$ cat src/rtl/host_mem_bridge.sv
module host_mem_bridge #(
  parameter int ADDR_W    = 16,
  parameter int DATA_W    = 32,
  parameter int BUF_BYTES = 32
) (
  input  logic              clk,
  input  logic              rst_n,
  input  logic              hst_win_sel,
  input  logic              hst_reg_sel,
  input  logic              hst_wr,
  input  logic              hst_rd,
  input  logic [ADDR_W-1:0] hst_addr,
  input  logic [DATA_W/8-1:0] hst_be,
  input  logic [DATA_W-1:0] hst_wdata,
  output logic [DATA_W-1:0] hst_rdata,
  output logic              hst_wait,
  output logic              dma_req,
  input  logic              dma_ack,
  output logic              mem_req,
  output logic              mem_we,
  output logic [ADDR_W-1:0] mem_addr,
  output logic [DATA_W/8-1:0] mem_be,
  output logic [DATA_W-1:0] mem_wdata,
  input  logic              mem_gnt,
  input  logic              mem_rvalid,
  input  logic [DATA_W-1:0] mem_rdata
);
  localparam int BE_W  = DATA_W / 8;
  localparam int DEPTH = BUF_BYTES / BE_W;
  localparam int PTR_W = $clog2(DEPTH);
  localparam logic [PTR_W:0] FULL_N = DEPTH[PTR_W:0];

  typedef enum logic [1:0] {RD_IDLE, RD_ISSUE, RD_DATA, RD_DONE} rd_st_t;

  rd_st_t             rd_st;
  logic               win_en, dma_en, dma_busy;
  logic [ADDR_W-1:0]  dma_cnt, rd_addr;
  logic [DATA_W-1:0]  rd_buf;
  logic [ADDR_W-1:0]  q_addr [DEPTH];
  logic [BE_W-1:0]    q_be   [DEPTH];
  logic [DATA_W-1:0]  q_data [DEPTH];
  logic [PTR_W-1:0]   wp, rp;
  logic [PTR_W:0]     fill;

  wire full     = (fill == FULL_N);
  wire empty    = (fill == '0);
  wire dma_acc  = dma_req & dma_ack;
  wire host_wr  = hst_win_sel & hst_wr & win_en & ~full & ~dma_acc;
  wire push     = dma_acc | host_wr;
  wire rd_issue = (rd_st == RD_ISSUE);
  wire pop      = ~empty & ~rd_issue & mem_gnt;
  wire rd_start = (rd_st == RD_IDLE) & hst_win_sel & hst_rd & win_en & empty & ~dma_acc;
  wire reg_wr   = hst_reg_sel & hst_wr;

  assign dma_req  = dma_en & win_en & ~full & ~dma_busy & (rd_st == RD_IDLE);
  assign hst_wait = hst_win_sel & (~win_en | (hst_wr & (full | dma_acc)) |
                                   (hst_rd & (rd_st != RD_DONE)));
  assign hst_rdata = hst_reg_sel ? (hst_addr[0] ? {{(DATA_W-ADDR_W){1'b0}}, dma_cnt}
                                                : {{(DATA_W-2){1'b0}}, dma_en, win_en})
                                 : rd_buf;

  assign mem_req   = rd_issue | ~empty;
  assign mem_we    = ~rd_issue;
  assign mem_addr  = rd_issue ? rd_addr : q_addr[rp];
  assign mem_be    = rd_issue ? {BE_W{1'b1}} : q_be[rp];
  assign mem_wdata = q_data[rp];

  always_ff @(posedge clk) begin
    if (push) begin
      q_addr[wp] <= dma_acc ? dma_cnt : hst_addr;
      q_be[wp]   <= dma_acc ? {BE_W{1'b1}} : hst_be;
      q_data[wp] <= hst_wdata;
    end
  end

  always_ff @(posedge clk or negedge rst_n) begin
    if (!rst_n) begin
      wp <= '0;
      rp <= '0;
      fill <= '0;
    end else begin
      if (push) wp <= wp + 1'b1;
      if (pop)  rp <= rp + 1'b1;
      fill <= fill + {{PTR_W{1'b0}}, push} - {{PTR_W{1'b0}}, pop};
    end
  end

  always_ff @(posedge clk or negedge rst_n) begin
    if (!rst_n) begin
      win_en   <= 1'b0;
      dma_en   <= 1'b0;
      dma_cnt  <= '0;
      dma_busy <= 1'b0;
    end else begin
      if (reg_wr && !hst_addr[0]) begin
        win_en <= hst_wdata[0];
        dma_en <= hst_wdata[1];
      end
      if (reg_wr && hst_addr[0]) dma_cnt <= hst_wdata[ADDR_W-1:0];
      else if (dma_acc)          dma_cnt <= dma_cnt + 1'b1;
      if (dma_acc)       dma_busy <= 1'b1;
      else if (!dma_ack) dma_busy <= 1'b0;
    end
  end

  always_ff @(posedge clk or negedge rst_n) begin
    if (!rst_n) begin
      rd_st   <= RD_IDLE;
      rd_addr <= '0;
      rd_buf  <= '0;
    end else begin
      case (rd_st)
        RD_IDLE:  if (rd_start) begin
                    rd_st   <= RD_ISSUE;
                    rd_addr <= hst_addr;
                  end
        RD_ISSUE: if (mem_gnt) rd_st <= RD_DATA;
        RD_DATA:  if (mem_rvalid) begin
                    rd_st  <= RD_DONE;
                    rd_buf <= mem_rdata;
                  end
        default:  rd_st <= RD_IDLE;
      endcase
    end
  end
endmodule

$ cat config.mk
export PLATFORM = sky130hd
export DESIGN_NAME = host_mem_bridge
export DESIGN_NICKNAME = d
export VERILOG_FILES = /design/src/rtl/host_mem_bridge.sv
export SDC_FILE = /design/constraint.sdc
export NUM_CORES = 1
export LEC_CHECK = 0
export CAP_MARGIN = 20
export CORE_MARGIN = 1
export CORE_UTILIZATION = 63
export DETAILED_ROUTE_END_ITERATION = 10
export DONT_BUFFER_PORTS = 1
export HOLD_SLACK_MARGIN = 0.1
export PLACE_DENSITY = 0.79
export RECOVER_POWER = 50
export SETUP_SLACK_MARGIN = 0.4
export SYNTH_ARGS = -nofsm -noshare
export SYNTH_HDL_FRONTEND = slang
export SYNTH_SLANG_ARGS = --single-unit
$ cat constraint.sdc
create_clock -name clk -period 8.4 [get_ports clk]
set_input_delay 0 -clock clk [delete_from_list [all_inputs] [get_ports clk]]
set_output_delay 0 -clock clk [all_outputs]
set_load 0.02 [all_outputs]
==> impl_results.md <==
* Max Transition Viols Final at 176
* DP Area at 20400 um^2
* RSZ-0062 raised after global routing: no
* CP Capture Type: async pin
* Hold Crit Class: primary input to output pin
* Period utilization at 60.9%
* Routed Antenna Nets at 0
* Setup Viol. Count Final at 0
* Largest net degree at the start of global routing at 80
* Status: finished with violations
* Rel. slew slack at -202%
* Fill cell count at 1689
* Critical Path Source Type: primary input
* Initial antenna violation count at 4
* Worst-margin pin slew at 4530 ps
* GP Congestion at 0.814
* CORE AREA at 30800 um^2
* Global-route wire length before repair at 65900 um
* Post-Syn Instances at 1031
* CP max-delay cell: clkbuf_1
* Inst Count DP at 1389
* Critical Path RT at 7340 ps
* Post-synth cell types at 49
* Vias per std cell at 6.45
* CTS tree: yes
* Fin cells at 1613
* # rows at 64
* Most frequent cells in the layout: 416 x edfxtp_1, 128 x dlygate4sd3_1, 104 x mux4_2, 87 x mux2_2, 76 x dfrtp_1
* P per Cell Area at 325 nW/um^2
* CTS Buffer Depth at 3
* DP Wirelength at 22900 um
* Setup TNS at 0 ps
* Crit path cell chain: dlygate4sd3_1 > clkdlybuf4s25_1 > clkbuf_1
* CP Buf/Inv Count at 3
* Total congestion overflow at 0
* Syn_nets at 1138
* Routed wire length at 43200 um
* Die Wd at 180 um
* Fin crit period at 5110 ps
* CP max stage delay at 3200 ps
* Total number of vias at 10400
* Die area at 32400 um^2
* Num ports at 181
* First-pass iteration count of the detailed router at 8
* Critical path peak fanout at 79
* Share of layout cells above drive strength 1 at 24.0%
* Type of the worst setup path: primary input to async pin
* GRT Total Usage at 27.4%
* Synth Cell Area at 19900 um^2
* Post-synth EDFFs at 416
* Fin. Hold Viols at 0
* Vias in the first global route at 11000
* Peak VDD IR at 0.000236 V
* Final Skew at 27.5 ps
* Port Buffers at 0
* Post-synth ARST share at 16.0%
* Final Cell Area at 23200 um^2
* Initial Util at 64.7%
* Per-cell routed wire length at 26.8 um
* Failing checks: DRC, capacitance limit, slew limit
* Most common cell after layout, fill and taps aside: edfxtp_1
* Yosys Warn Count at 0
* CTS sink cnt at 495
* Fmax at 196 MHz
* Drt initial violations at 882
* WHS at 158 ps
* Synth Register Bits at 495
* Main synth FF type: edfxtp_1
* CTS resizes at 0
* CTS clk-pin slew, worst paths at 60 ps
* Clock latency on the worst-skew pair at 560 ps
* Post-synthesis sequential area ratio at 72.6%
* Leak at 7.96 nW
* Critical path arrival at 4050 ps
* Postcts setup bufs at 0
* Htree depth at 2
* Syn avg cell area at 19.3 um^2
* Top delay family on crit path: buffers and inverters
* CTS Buf Count at 49
* Area delta synth->final at 16.4%
* Final net count at 1282
* Maxcap violations at 4
* # DRC at 18
* DIE HEIGHT at 180 um
* CTS Root Cell: clkbuf_16
## logic make-up after synthesis
group	share of synthesized area, %
and+or+nand+nor	3.76
xor gates and xnor gates	0.352
buffers and inverters	1.85
muxes	18.5
adders and majority gates	0.916
DFF	72.6
AOI/OAI and AO/OA	2.03
## cell type report
cell class	instances	area, um^2	share of cell area, %
multi-input cells	452	5110	22.0
repair buffers	150	1450	6.27
clock buffers	71	1420	6.14
inverters	27	101	0.437
clock inverters	21	138	0.593
flip-flops and latches	495	14500	62.4
diodes	1	2.50	0.0108
well taps	396	495	2.14
## routing by layer
| layer | global-route usage [%] | vias to the layer above | wire (um) |
|---|---|---|---|
| met5 | 0 | - | 38 |
| met4 | 9.03 | 6 | 1360 |
| met3 | 5.51 | 102 | 3560 |
| met2 | 44.8 | 491 | 21300 |
| met1 | 37.5 | 5382 | 16900 |
| li1 | - | 4423 | - |
## where the power goes
group / total, W / leakage (nW) / internal [W] / switching, W
Clock: 0.00210 / 0.779 / 0.00121 / 0.000888
Sequential: 0.00325 / 4.71 / 0.00295 / 0.000305
Combinational: 0.00219 / 2.47 / 0.00103 / 0.00116
Total: 0.00755 / 7.96 / 0.00519 / 0.00235
## state kept, by name (all words and copies together), names as in the netlist
register and cells:
dma_en 1, q_data 256, win_en 1, rp 3, wp 3, rd_buf 32, dma_cnt 16, q_addr 128
rd_addr 16, rd_st 2, fill 4, dma_busy 1, q_be 32
## Yosys cell counts (2+ instances only)
cell type | n | area, um^2
nand4_1 | 5 | 31.3
nor2b_1 | 16 | 100
nand2b_1 | 4 | 25.0
o31ai_1 | 3 | 22.5
buf_1 | 9 | 33.8
nor3b_1 | 3 | 22.5
o211ai_1 | 3 | 22.5
o21ai_0 | 42 | 210
nand3_1 | 24 | 120
a21oi_1 | 3 | 15.0
a31oi_1 | 10 | 62.6
dfrtp_1 | 79 | 1980
or4_1 | 6 | 45.0
or3_1 | 7 | 43.8
buf_4 | 10 | 75.1
xnor2_1 | 3 | 26.3
nand2_1 | 35 | 131
buf_2 | 13 | 65.1
xor2_1 | 5 | 43.8
nand3b_1 | 2 | 15.0
edfxtp_1 | 416 | 12500
mux2i_1 | 23 | 230
nor4b_1 | 2 | 17.5
inv_1 | 27 | 101
nor2_1 | 14 | 52.6
and2_1 | 2 | 12.5
mux4_2 | 104 | 2340
and4_1 | 3 | 26.3
and3_1 | 3 | 18.8
ha_1 | 13 | 163
mux2_2 | 99 | 1110
nor3_1 | 2 | 10.0
clkbuf_1 | 25 | 93.8
## metrics by stage
| step | total power, W | worst slack [ps] | utilization, % |
|---|---|---|---|
| 6_report | 0.00755 | 3290 | 75.3 |
| 5_1_grt | 0.00784 | 2300 | 75.3 |
| 4_1_cts | 0.00757 | 4590 | 75.4 |
| 3_5_place_dp | 0.00527 | 5170 | 66.1 |
| 3_3_place_gp | 0.00521 | 4890 | 66.0 |
| 2_1_floorplan | 0.00486 | 1060 | - |
## worst paths after layout
| path | from | to | slack (ps) | depth (start not counted) |
|---|---|---|---|---|
| min | hst_reg_sel | hst_rdata[0] | 160 | 1 |
| min in group asynchronous | rst_n | dma_cnt[5]$_DFFE_PN0P_ | 1960 | 3 |
| min reg2reg | rd_addr[0]$_DFFE_PN0P_ | rd_addr[0]$_DFFE_PN0P_ | 510 | 1 |
| max reg2reg | rd_st[1]$_DFFE_PN0P_ | rd_st[0]$_DFFE_PN0P_ | 4480 | 8 |
| max | rst_n | rp[0]$_DFFE_PN0P_ | 3290 | 3 |
| max in group clk | rd_st[1]$_DFFE_PN0P_ | rd_st[0]$_DFFE_PN0P_ | 4480 | 8 |
## what timing repair did
| item | CTS | global route |
|---|---|---|
| endpoints found under the hold margin | 585 | 5 |
| endpoints found under the setup margin | 0 | 0 |
| hold buffers | 127 | 3 |
Power figures use the tool's default switching activity.
